[src/rtl/wfb_pkg.sv]
package wfb_pkg;
  typedef enum logic [1:0] {
    REG_CTRL = 2'd0,
    REG_STAT = 2'd1,
    REG_TXD  = 2'd2,
    REG_RXD  = 2'd3
  } reg_sel_e;
  localparam int CTL_RXFL  = 0;
  localparam int CTL_TXFL  = 1;
  localparam int CTL_RXTRG = 2;
  localparam int CTL_TXTRG = 5;
  localparam int STAT_FW   = 4;
endpackage

[src/rtl/wfb_fifo.sv]
module wfb_fifo #(
  parameter int W     = 32,
  parameter int DEPTH = 8,
  localparam int AW   = $clog2(DEPTH),
  localparam int CW   = $clog2(DEPTH + 1)
) (
  input  logic          clk,
  input  logic          rst_n,
  input  logic          flush_req,
  input  logic          push,
  input  logic [W-1:0]  din,
  input  logic          pop,
  output logic [W-1:0]  dout,
  output logic [CW-1:0] count,
  output logic          flushing
);
  logic [W-1:0]  mem [DEPTH];
  logic [AW-1:0] rd_ptr, wr_ptr;
  logic          do_push, do_pop;

  function automatic logic [AW-1:0] wrap_inc(input logic [AW-1:0] p);
    return (p == AW'(DEPTH - 1)) ? '0 : p + AW'(1);
  endfunction

  // a pending flush drains one entry per cycle and blocks all pushes
  assign do_pop  = (flushing | pop) & (count != '0);
  assign do_push = ~flushing & push & (count != CW'(DEPTH));
  assign dout    = mem[rd_ptr];

  always_ff @(posedge clk) begin
    if (do_push) mem[wr_ptr] <= din;
  end

  always_ff @(posedge clk or negedge rst_n) begin
    if (!rst_n) begin
      rd_ptr   <= '0;
      wr_ptr   <= '0;
      count    <= '0;
      flushing <= 1'b0;
    end else begin
      if (do_push) wr_ptr <= wrap_inc(wr_ptr);
      if (do_pop)  rd_ptr <= wrap_inc(rd_ptr);
      count <= count + CW'(do_push) - CW'(do_pop);
      if (flush_req)                      flushing <= 1'b1;
      else if (flushing && count == '0)   flushing <= 1'b0;
    end
  end
endmodule

[src/rtl/wfb_unpack.sv]
module wfb_unpack #(
  parameter int W  = 32,
  parameter int BW = 8,
  localparam int NB = W / BW,
  localparam int IW = $clog2(NB)
) (
  input  logic          clk,
  input  logic          rst_n,
  input  logic          flushing,
  input  logic          avail,
  input  logic [W-1:0]  word_in,
  output logic          load,
  output logic          txb_valid,
  input  logic          txb_ready,
  output logic [BW-1:0] txb_data
);
  logic          held;
  logic [W-1:0]  cur;
  logic [IW-1:0] idx;

  assign load      = ~held & ~flushing & avail;
  assign txb_valid = held & ~flushing;
  assign txb_data  = cur[BW*int'(idx) +: BW];

  always_ff @(posedge clk or negedge rst_n) begin
    if (!rst_n) begin
      held <= 1'b0;
      cur  <= '0;
      idx  <= '0;
    end else if (flushing) begin
      held <= 1'b0;
    end else if (held) begin
      if (txb_ready) begin
        if (idx == IW'(NB - 1)) held <= 1'b0;
        idx <= idx + IW'(1);
      end
    end else if (avail) begin
      cur  <= word_in;
      held <= 1'b1;
      idx  <= '0;
    end
  end
endmodule

[src/rtl/wfb_pack.sv]
module wfb_pack #(
  parameter int W  = 32,
  parameter int BW = 8,
  localparam int NB = W / BW,
  localparam int IW = $clog2(NB)
) (
  input  logic          clk,
  input  logic          rst_n,
  input  logic          flushing,
  input  logic          room,
  input  logic          rxb_valid,
  output logic          rxb_ready,
  input  logic [BW-1:0] rxb_data,
  input  logic          rxb_last,
  output logic          push,
  output logic [W-1:0]  word
);
  logic [W-1:0]  acc;
  logic [IW-1:0] nb;
  logic          take;

  assign rxb_ready = ~flushing & room;
  assign take      = rxb_valid & rxb_ready;
  assign word      = acc | (W'(rxb_data) << (BW * int'(nb)));
  assign push      = take & ((nb == IW'(NB - 1)) | rxb_last);

  always_ff @(posedge clk or negedge rst_n) begin
    if (!rst_n) begin
      acc <= '0;
      nb  <= '0;
    end else if (flushing) begin
      acc <= '0;
      nb  <= '0;
    end else if (take) begin
      if (push) begin
        acc <= '0;
        nb  <= '0;
      end else begin
        acc <= word;
        nb  <= nb + IW'(1);
      end
    end
  end
endmodule

[src/rtl/word_fifo_bridge.sv]
module word_fifo_bridge
  import wfb_pkg::*;
#(
  parameter int DEPTH = 8,
  parameter int W     = 32,
  parameter int BW    = 8,
  localparam int CW   = $clog2(DEPTH + 1),
  localparam int TW   = $clog2(DEPTH)
) (
  input  logic          clk,
  input  logic          rst_n,
  input  logic          bus_wr,
  input  logic          bus_rd,
  input  logic [1:0]    bus_addr,
  input  logic [W-1:0]  bus_wdata,
  output logic [W-1:0]  bus_rdata,
  output logic          txb_valid,
  input  logic          txb_ready,
  output logic [BW-1:0] txb_data,
  input  logic          rxb_valid,
  output logic          rxb_ready,
  input  logic [BW-1:0] rxb_data,
  input  logic          rxb_last,
  output logic          tx_req,
  output logic          rx_req,
  output logic          tx_ovf,
  output logic          rx_unf
);
  logic [TW-1:0] trig_tx, trig_rx;
  logic [CW-1:0] tx_cnt, rx_cnt, tx_free;
  logic          tx_flushing, rx_flushing;
  logic [W-1:0]  tx_head, rx_head, rx_word;
  logic          tx_load, rx_push;
  logic          ctrl_wr, txd_wr, rxd_rd;

  assign ctrl_wr = bus_wr & (bus_addr == REG_CTRL);
  assign txd_wr  = bus_wr & (bus_addr == REG_TXD);
  assign rxd_rd  = bus_rd & (bus_addr == REG_RXD);

  wfb_fifo #(.W(W), .DEPTH(DEPTH)) u_txf (
    .clk(clk), .rst_n(rst_n),
    .flush_req(ctrl_wr & bus_wdata[CTL_TXFL]),
    .push(txd_wr), .din(bus_wdata),
    .pop(tx_load), .dout(tx_head),
    .count(tx_cnt), .flushing(tx_flushing)
  );

  wfb_fifo #(.W(W), .DEPTH(DEPTH)) u_rxf (
    .clk(clk), .rst_n(rst_n),
    .flush_req(ctrl_wr & bus_wdata[CTL_RXFL]),
    .push(rx_push), .din(rx_word),
    .pop(rxd_rd), .dout(rx_head),
    .count(rx_cnt), .flushing(rx_flushing)
  );

  wfb_unpack #(.W(W), .BW(BW)) u_unpack (
    .clk(clk), .rst_n(rst_n), .flushing(tx_flushing),
    .avail(tx_cnt != '0), .word_in(tx_head), .load(tx_load),
    .txb_valid(txb_valid), .txb_ready(txb_ready), .txb_data(txb_data)
  );

  wfb_pack #(.W(W), .BW(BW)) u_pack (
    .clk(clk), .rst_n(rst_n), .flushing(rx_flushing),
    .room(rx_cnt != CW'(DEPTH)),
    .rxb_valid(rxb_valid), .rxb_ready(rxb_ready),
    .rxb_data(rxb_data), .rxb_last(rxb_last),
    .push(rx_push), .word(rx_word)
  );

  assign tx_free = CW'(DEPTH) - tx_cnt;
  assign tx_req  = tx_free >= (CW'(trig_tx) + CW'(1));
  assign rx_req  = rx_cnt  >= (CW'(trig_rx) + CW'(1));

  always_ff @(posedge clk or negedge rst_n) begin
    if (!rst_n) begin
      trig_tx <= '0;
      trig_rx <= '0;
      tx_ovf  <= 1'b0;
      rx_unf  <= 1'b0;
    end else begin
      if (ctrl_wr) begin
        trig_tx <= bus_wdata[CTL_TXTRG +: TW];
        trig_rx <= bus_wdata[CTL_RXTRG +: TW];
      end
      tx_ovf <= txd_wr & ~tx_flushing & (tx_cnt == CW'(DEPTH));
      rx_unf <= rxd_rd & ~rx_flushing & (rx_cnt == '0);
    end
  end

  always_comb begin
    case (bus_addr)
      REG_CTRL: bus_rdata = W'({trig_tx, trig_rx, tx_flushing, rx_flushing});
      REG_STAT: bus_rdata = W'({STAT_FW'(tx_free), STAT_FW'(rx_cnt)});
      REG_RXD:  bus_rdata = (rx_flushing || rx_cnt == '0) ? '0 : rx_head;
      default:  bus_rdata = '0;
    endcase
  end
endmodule

[config.mk]
export PLATFORM = sky130hd
export DESIGN_NAME = word_fifo_bridge
export DESIGN_NICKNAME = d
export VERILOG_FILES = /design/src/rtl/wfb_pkg.sv /design/src/rtl/wfb_fifo.sv /design/src/rtl/wfb_unpack.sv /design/src/rtl/wfb_pack.sv /design/src/rtl/word_fifo_bridge.sv
export SDC_FILE = /design/constraint.sdc
export NUM_CORES = 1
export LEC_CHECK = 0
export CAP_MARGIN = 20
export CORE_MARGIN = 8
export CORE_UTILIZATION = 65
export DETAILED_ROUTE_END_ITERATION = 8
export GPL_TIMING_DRIVEN = 1
export PLACE_DENSITY = 0.88
export SETUP_SLACK_MARGIN = 0.1
export SLEW_MARGIN = 10
export SYNTH_ARGS = -nofsm -noshare
export SYNTH_HDL_FRONTEND = slang
export SYNTH_SLANG_ARGS = --single-unit
[constraint.sdc]
create_clock -name clk -period 13.75 [get_ports clk]
set_input_delay 2.75 -clock clk [delete_from_list [all_inputs] [get_ports clk]]
set_output_delay 2.75 -clock clk [all_outputs]
set_load 0.05 [all_outputs]
### Yosys cells after proc, flatten, opt, wreduce, memory -nomap -nowiden

Memories as Yosys holds them, arrays and structs flattened. A register that Yosys moved wholly into a read port is not among the register bits.
Cells that the tools add are included.

| storage, ports and cells | value |
|---|---|
| bits in registers | 67 |
| memory bits (writable) | 512 |
| input bits | 49 |
| output and inout port bits | 46 |
| logic and storage cells | 118 |
| memories | 2 |

Memories:

| memory | words | width | read ports | clocked after memory_dff | wr ports | line | RTL |
|---|---|---|---|---|---|---|---|
| u_rxf.mem | 8 | 32 | 1 | 0 | 1 | wfb_fifo.sv:17 | `logic [W-1:0] mem [DEPTH];` |
| u_txf.mem | 8 | 32 | 1 | 1 | 1 | wfb_fifo.sv:17 |  |

| cells by class | value |
|---|---|
| $add $sub $neg | 13 |
| $lt $le $gt $ge | 2 |
| equal/unequal tests | 13 |
| shift operators | 2 |
| multiplexer cells | 28 |
| bitwise gates (word level) | 27 |
| reduce and logical (&&, ||, !) cells | 15 |

Operator list:

| operator | number |
|---|---|
| $mux W32 | 4 |
| $pmux W32 S3 | 1 |
| $or A32 B32 Y32 | 1 |
| $shiftx A32 B6 Y8 | 1 |
| $shl A8 B5 Y32 | 1 |
| $and A1 B1 Y1 | 20 |
| $mux W1 | 13 |
| $add A3 B1 Y3 const B | 4 |
| $eq A3 B3 Y1 const B | 4 |
| $mux W2 | 6 |
| $mux W3 | 4 |
| $add A3 B1 Y4 const B | 2 |
| $add A4 B1 Y4 | 2 |
| $eq A2 B2 Y1 const B | 4 |
| $ge A4 B4 Y1 | 2 |
| $logic_not A4 Y1 | 2 |
| $ne A4 B4 Y1 const B | 2 |
| $reduce_bool A2 Y1 | 4 |
| $reduce_bool A4 Y1 | 2 |
| $sub A4 B1 Y4 | 2 |
| $reduce_and A3 Y1 | 2 |
| $add A2 B1 Y2 const B | 2 |
| $eq A4 B4 Y1 const B | 1 |
| $sub A4 B4 Y4 const A | 1 |
| 8 further kinds | 13 |

### Logic depth before layout (Yosys ltp)

Gate-level depths: netlist of run 1.

| depth | value |
|---|---|
| word-level depth | 8 |
| gate-level depth with buffers | 12 |

### Modules after synthesis

A second synthesis of run 1 with hierarchy kept.

| second synthesis, totals | value |
|---|---|
| cell total of the unflattened synthesis | 1246 |
| area, all modules | 24827.6 µm² |

Modules (own cells, without submodules):

| module | times used | cells an instance | area each (µm²) | seq. area each (µm²) |
|---|---|---|---|---|
| wfb_fifo | 2 | 433 | 10274.9 | 7962.6 |
| wfb_pack | 1 | 171 | 1736.7 | 850.8 |
| wfb_unpack | 1 | 91 | 1565.3 | 875.8 |
| word_fifo_bridge | 1 | 118 | 975.9 | 200.2 |

### Least setup slack after synthesis of run 1

Ideal clock, no wire load.

| timing | value |
|---|---|
| path kind | input-to-reg |
| start | input port rxb_last |
| end | memory u_rxf.mem[0][0], enable pin |
| arrival | 6.670 ns |
| required time | 13.237 ns |
| slack | 6.567 ns |
| stages on the path | 4 |
| cell sequence | nor2_1 or3b_1 buf_4 nor4b_1 |

| between the ends | value |
|---|---|
| cells in the longest elaborated chain, start to end | 6 |

Ends and longest elaborated chain:

| item | line | RTL |
|---|---|---|
| start: declaration | word_fifo_bridge.sv:23 | `input logic rxb_last,` |
| $or A1 B1 Y1 | wfb_pack.sv:25 | `assign push = take & ((nb == IW'(NB - 1)) \| rxb_last);` |
| $and A1 B1 Y1 | wfb_pack.sv:25 |  |
| $and A1 B1 Y1 (2 in series) | wfb_fifo.sv:27 | `assign do_push = ~flushing & push & (count != CW'(DEPTH));` |
| $mux W1 | wfb_fifo.sv:31 | `if (do_push) mem[wr_ptr] <= din;` |
| $mux W1 (implied by the code) | wfb_fifo.sv:31 |  |
| end: declaration | wfb_fifo.sv:17 |  |

No other way between the ends.

### Worst setup path in the final report of run 1

| timing | value |
|---|---|
| start | input port bus_addr[0] |
| end | output port bus_rdata[15] |

| between the ends | value |
|---|---|
| cells in the longest elaborated chain, start to end | 2 |

Ends and longest elaborated chain:

| item | line | RTL |
|---|---|---|
| start: declaration | word_fifo_bridge.sv:14 | `input logic [1:0] bus_addr,` |
| $eq A2 B2 Y1 (tied with other cells) | word_fifo_bridge.sv:91 | `case (bus_addr)` |
| $pmux W32 S3 (*) | word_fifo_bridge.sv:91 |  |
| end: declaration | word_fifo_bridge.sv:16 | `output logic [W-1:0] bus_rdata,` |

Every way passes the cells marked *; elsewhere a longest branch is shown, timed or not.

==> results by group, run 1 <==
Outcome
  • Status: finished clean

Routing
  • DRT antenna net count: 0
  • Drt total wl: 57.54 mm
  • Via density: 6.573
  • Via count: 13850
  • DR DRC count: 0
  • Detailed-router iteration count before antenna repair: 6
  • Iteration-0 DRC Markers: 1540
  • Routed length per instance: 27.31 um

Power
  • Power Density: 207.6 nW/um^2
  • Worst VDD drop: 0.0001687 V
  • Leak Pwr: 0.01034 uW

Final layout
  • Filler cells: 1947
  • Area growth, synth to finish: 13.96%
  • Layout Nets: 1633
  • Layout cells sized above 1: 0.1279

Timing
  • Count of final setup violators: 0
  • Rel. slew slack: 0.2640
  • RSZ-0062 raised after global routing: no
  • Fin Clk Skew: 37.45 ps
  • Total negative slack: 0 ps
  • Max Freq: 116.2 MHz
  • Final Max Tran Viols: 0
  • WHS: 483.6 ps
  • Final period util: 0.6259
  • Final Hold Fails: 0
  • Crit path time final: 8606 ps
  • Worst-margin pin slew: 1104 ps

Yosys
  • Yosys Warn Count: 0
  • Syn_nets: 1536
  • Synth cell types: 46
  • Register area share after synthesis: 0.7268
  • Share of synthesized registers carrying an async set or reset: 0.1620
  • Proportion of synthesized area in mux cells: 0.1346
  • Synth Area in Adders: 0.01895
  • Syn Inst Count: 1451
  • Syn_area_per_cell: 16.93 um^2
  • Netlist Area Pre-Place: 24560 um^2
  • Simple-Gate Fraction of Synth Area: 0.04890
  • Synth Area in XOR/XNOR: 0.002852
  • Compound-Gate Fraction of Synth Area: 0.04875
  • Post-synth EDFFs: 512
  • Synth Flop Type: edfxtp_1
  • Yosys reg bits: 611
  • Main combinational cell family by area after synthesis: multiplexers

Die
  • Die width: 210.4 um
  • IO Count: 95
  • Die height: 210.4 um
  • Initial Utilization: 0.6568
  • Die ar.: 44270 um^2
  • FP Rows: 71
  • Core Box Area: 37400 um^2

Critical path
  • Crit path DAT: 5860 ps
  • CP Launch Type: input pin
  • R2R depth: 6
  • Crit path required time: 11000 ps
  • Endpoint kind of the worst setup timing path: output pin
  • Kind of critical path: input pin to output pin
  • CP Max Fanout: 24

Hold path
  • Hold path depth: 2
  • Class of the worst hold path: flip-flop to flip-flop

Clocking
  • Hold-fix buffers, CTS: 0
  • PostCTS Resize Cnt: 0
  • CTS Sinks: 611
  • Root Driver: clkbuf_16
  • Post-CTS setup repair buffer count: 0
  • Clk Latency, worst-skew pair: 630 ps
  • Total CTS buffers: 55
  • Maximum buffer depth of the clock tree: 3
  • TritonCTS clock tree: built
  • CTS H-Tree Depth: 2
  • Clk pin slew, worst setup/hold paths: 60 ps

Global routing
  • Gr ovfl total: 0
  • Initial antenna violation count: 0
  • Largest net degree at the start of global routing: 70
  • Vias in the first global route: 14200
  • Tot GR Track Use: 0.2585
  • First-pass GRT wire length: 85.53 mm

Place
  • PortBufs: 94
  • Post-DP HPWL: 31.22 mm
  • GP Congestion: 0.8134

Flow run
  • Max cap viols: 0
==> cells in the mapped netlist, types with 2 or more instances <==
| cell type | count | share of area |
|---|---|---|
| ha_1 | 34 | 0.017 |
| mux2_2 | 8 | 0.0037 |
| edfxtp_1 | 512 | 0.63 |
| inv_1 | 21 | 0.0032 |
| dfrtp_1 | 99 | 0.10 |
| buf_2 | 26 | 0.0053 |
| and3b_1 | 4 | 0.0014 |
| and2_1 | 3 | 0.00076 |
| o21ai_0 | 14 | 0.0029 |
| nand2_1 | 87 | 0.013 |
| nor3b_2 | 2 | 0.0010 |
| buf_1 | 13 | 0.0020 |
| a22oi_1 | 80 | 0.024 |
| xor2_1 | 2 | 0.00071 |
| a21o_1 | 40 | 0.012 |
| nand2b_1 | 11 | 0.0028 |
| mux2_1 | 2 | 0.00092 |
| nor2b_1 | 8 | 0.0020 |
| nand3_1 | 43 | 0.0088 |
| fa_1 | 2 | 0.0016 |
| nor3_1 | 6 | 0.0012 |
| xnor2_1 | 6 | 0.0021 |
| a21oi_1 | 37 | 0.0075 |
| mux4_2 | 56 | 0.051 |
| buf_4 | 13 | 0.0040 |
| mux2i_1 | 193 | 0.079 |
| clkbuf_1 | 31 | 0.0047 |
| a22o_1 | 2 | 0.00071 |
| nor2_1 | 79 | 0.012 |
==> worst max-delay path, cell delays in order <==
cell	delay [ps]
clkdlybuf4s50_1	870
nand2_1	170
nor2_1	140
nand2_1	630
nor2_1	380
clkdlybuf4s50_1	880
==> per-layer routing <==
layer | wire length (um) | track usage | vias to the layer above
li1 | - | - | 5789
met5 | 0 | 0 | -
met4 | 2025 | 0.09701 | 0
met1 | 20630 | 0.3178 | 7015
met2 | 29850 | 0.4492 | 889
met3 | 5026 | 0.05555 | 156
==> cell usage in the layout (no fill, tap or decap), drive strengths merged, types with 12 or more instances in the layout <==
cell | netlist | layout
nand3 | 43 | 43
buf | 52 | 30
a22oi | 80 | 80
a21o | 40 | 40
ha | 34 | 34
edfxtp | 512 | 512
inv | 21 | 24
nor2 | 80 | 80
clkdlybuf4s50 | 0 | 93
nand2b | 12 | 12
dfrtp | 99 | 99
clkbuf | 31 | 70
mux2i | 193 | 193
nand2 | 87 | 87
mux4 | 56 | 56
a21oi | 37 | 37
clkinv | 0 | 25
o21ai | 14 | 14
==> layout make-up <==
class                      count  area (um^2)  share of cell area
sequential                   611        17860              0.6382
multi-input combinational    736         6360              0.2272
clock buffer                  70         1474             0.05266
timing repair buffer         123         1216             0.04345
tap                          511        639.4             0.02284
clock inverter                34        357.8             0.01278
inverter                      21        78.83            0.002816
antenna                        1        2.502          0.00008940
==> final timing paths <==
check	start	to	slack (ps)
setup / recovery	bus_addr[0]	bus_rdata[15]	5140
hold / removal	u_unpack.cur[31]	u_unpack.cur[31]	480
setup reg to reg	u_rxf.count[2]	u_rxf.mem[0][25]	10480
hold reg to reg	u_unpack.cur[31]	u_unpack.cur[31]	480
max in group asynchronous	rst_n	u_txf.rd_ptr[1]	10310
min in group asynchronous	rst_n	u_pack.acc[15]	2170
==> flip-flops by register name (all words and copies together) (netlist names), 4 cells and up <==
signal        flops
u_txf.mem       256
u_rxf.count       4
u_txf.count       4
u_unpack.cur     32
u_rxf.mem       256
u_pack.acc       32
==> stage by stage <==
step | cells | total power (uW) | instance area, um^2 | worst slack (ps) | util
CTS | 2104 | 5792 | 27930 | 5131 | 0.7469
global placement | 1999 | 4138 | 26080 | 5395 | 0.6972
finish | 2107 | 5810 | 27990 | 5144 | 0.7485
global route | 2106 | 6021 | 27990 | 4927 | 0.7484
floorplan | 1451 | 3676 | 24560 | 6567 | -
detailed placement | 2000 | 4218 | 26100 | 5208 | 0.6979
==> power by group <==
group	switching, uW	internal [uW]
logic	1120	733
registers	182	2220
clock network	677	878
total	1980	3830
==> cell families after synthesis <==
group                    Yosys count
AO/OA/AOI/OAI                    176
XOR/XNOR                           8
adder cells (fa/ha/maj)           36
buffers and inverters            104
flip-flops                       611
multiplexers                     259
AND/OR/NAND/NOR                  257
Note: power is estimated with default switching activity, not from simulation.
==> inputs of run 2 (changes only) <==
--- a/config.mk
+++ b/config.mk
@@ -7,10 +7,10 @@
 export LEC_CHECK = 0
 export CAP_MARGIN = 20
 export CORE_MARGIN = 8
-export CORE_UTILIZATION = 65
+export CORE_UTILIZATION = 61
 export DETAILED_ROUTE_END_ITERATION = 8
 export GPL_TIMING_DRIVEN = 1
-export PLACE_DENSITY = 0.88
+export PLACE_DENSITY = 0.84
 export SETUP_SLACK_MARGIN = 0.1
 export SLEW_MARGIN = 10
 export SYNTH_ARGS = -nofsm -noshare
==> constraint.sdc (replaced) <==
create_clock -name clk -period 9 [get_ports clk]
set_input_delay 1.8 -clock clk [delete_from_list [all_inputs] [get_ports clk]]
set_output_delay 1.8 -clock clk [all_outputs]
set_load 0.05 [all_outputs]
==> run 2 against run 1 <==
First-iteration DRC count is 7.3% lower; die area is 6.1% higher; largest power group unchanged; critical endpoint is now bus_rdata[23]; clock skew is 2.1 ps lower; register-to-register slack worse by 4500 ps; routed wire length is 5.2% lower; clock power is 55% higher; non-clock buffer count is 4 higher; worst hold slack better by 5.7 ps; sequential cell count stayed put; utilization is 4.1 points lower; total power is 52% higher; critical path type unchanged; final area is 0.37% higher.
==> results by group, run 2 (synthesized netlist as in run 1, its figures left out) <==
Critical path
  • Worst r2r dst: u_rxf.mem[6][23]
  • Crit path required time: 7200 ps
  • Reg-to-reg slack, setup: 5950 ps
  • Critical Path End: bus_rdata[23]
  • Endpoint kind of the worst setup timing path: output pin
  • R2R depth: 7
  • Worst Setup SP: bus_addr[0]
  • Kind of critical path: input pin to output pin
  • CP Max Fanout: 24
  • Crit path DAT: 4820 ps
  • CP Launch Type: input pin
  • Reg2Reg Launch Point: u_rxf.count[2]

Timing
  • Rel. slew slack: 0.3361
  • Fin Clk Skew: 35.30 ps
  • Crit path time final: 6616 ps
  • Total negative slack: 0 ps
  • Final Max Tran Viols: 0
  • RSZ-0062 raised after global routing: no
  • Worst-margin pin slew: 995.8 ps
  • Final period util: 0.7351
  • Max Freq: 151.1 MHz
  • Count of final setup violators: 0
  • Final worst slack: 2384 ps
  • Final Hold Fails: 0

Final layout
  • Registers with the most flip-flops: u_rxf.mem: 256 flops, u_txf.mem: 256 flops
  • Commonest cells after routing, fill and taps aside: edfxtp_1, mux2i_1, dfrtp_1, clkdlybuf4s50_1, nand2_1
  • Commonest non-fill, non-tap cell in the layout: edfxtp_1
  • Layout cells sized above 1: 0.1403
  • Layout Nets: 1640
  • Area growth, synth to finish: 14.37%

Routing
  • Via count: 13420
  • Iteration-0 DRC Markers: 1427
  • Detailed-router iteration count before antenna repair: 5
  • Routed length per instance: 25.60 um
  • DR DRC count: 0
  • DRT antenna net count: 0
  • Via density: 6.300
  • Drt total wl: 54.52 mm

Power
  • Leak Pwr: 0.01039 uW
  • Worst VDD drop: 0.0002232 V
  • Power Density: 315.3 nW/um^2

Clocking
  • CTS Sinks: 611
  • Root Driver: clkbuf_16
  • Post-CTS setup repair buffer count: 0
  • CTS H-Tree Depth: 2
  • Hold-fix buffers, CTS: 0
  • Maximum buffer depth of the clock tree: 3
  • TritonCTS clock tree: built
  • Clk Latency, worst-skew pair: 620 ps
  • PostCTS Resize Cnt: 0
  • Clk pin slew, worst setup/hold paths: 60 ps
  • Total CTS buffers: 58

Outcome
  • Status: finished clean

Die
  • Core Box Area: 39730 um^2
  • Initial Utilization: 0.6182
  • Die height: 216.7 um
  • Die ar.: 46950 um^2
  • Die width: 216.7 um
  • IO Count: 95
  • FP Rows: 73

Hold path
  • Class of the worst hold path: flip-flop to flip-flop

Place
  • DP Worst Slack: 2339 ps
  • PortBufs: 94
  • Post-DP HPWL: 31.91 mm
  • GP Congestion: 0.7996

Global routing
  • Tot GR Track Use: 0.2308
  • Initial antenna violation count: 1
  • Gr ovfl total: 0
  • Largest net degree at the start of global routing: 73
  • Vias in the first global route: 14200
  • First-pass GRT wire length: 82.64 mm

Flow run
  • Max cap viols: 0
## run 2: final cells by class
type,count,area [um^2]
repair buffers,127,1230
multi-input cells,736,6360
inverters,21,78.83
clock inverters,40,367.9
fillers,2304,11640
flip-flops and latches,611,17860
diodes,1,2.502
clock buffers,69,1534
well taps,525,656.9
## run 2: worst min path at each step
stage	startpoint	endpoint	slack [ps]	depth (start not counted)
4_1_cts	u_unpack.cur[29]	u_unpack.cur[29]	490	2
2_1_floorplan	u_unpack.cur[17]	u_unpack.cur[17]	440	2
3_3_place_gp	u_unpack.cur[22]	u_unpack.cur[22]	460	2
3_5_place_dp	u_unpack.cur[31]	u_unpack.cur[31]	460	2
5_1_grt	u_unpack.cur[29]	u_unpack.cur[29]	520	2
6_report	u_unpack.cur[31]	u_unpack.cur[31]	490	2
## run 2: per-layer routing
metal | up-vias | global-route usage | wire, um
met2 | 568 | 0.4039 | 28430
met3 | 123 | 0.04763 | 3669
met4 | 2 | 0.08792 | 1716
li1 | 5817 | - | -
met5 | - | 0 | 13
met1 | 6910 | 0.2800 | 20700
## run 2: worst max-delay path, cell delays in order
cell	delay [ps]
clkdlybuf4s50_1	860
nand2_1	180
nor2_1	160
nand2_1	580
nor2_1	340
clkdlybuf4s50_1	870
## run 2: power by group
| part | total, uW | internal (uW) | switching (uW) |
|---|---|---|---|
| combinational | 2760 | 1120 | 1650 |
| clock | 2400 | 1370 | 1040 |
| sequential | 3690 | 3390 | 300 |
## run 2: metrics by stage
| step | util | instances | hold slack, ps | area (um^2) | total power (uW) |
|---|---|---|---|---|---|
| after floorplan | - | 1451 | 440.6 | 24560 | 5616 |
| after global routing | 0.7070 | 2129 | 520.3 | 28090 | 9213 |
| after global placement | 0.6575 | 2017 | 456.3 | 26120 | 6322 |
| after detailed placement | 0.6585 | 2019 | 463.4 | 26160 | 6461 |
| final | 0.7071 | 2130 | 489.3 | 28090 | 8858 |
| after CTS | 0.7063 | 2128 | 485.9 | 28060 | 8882 |
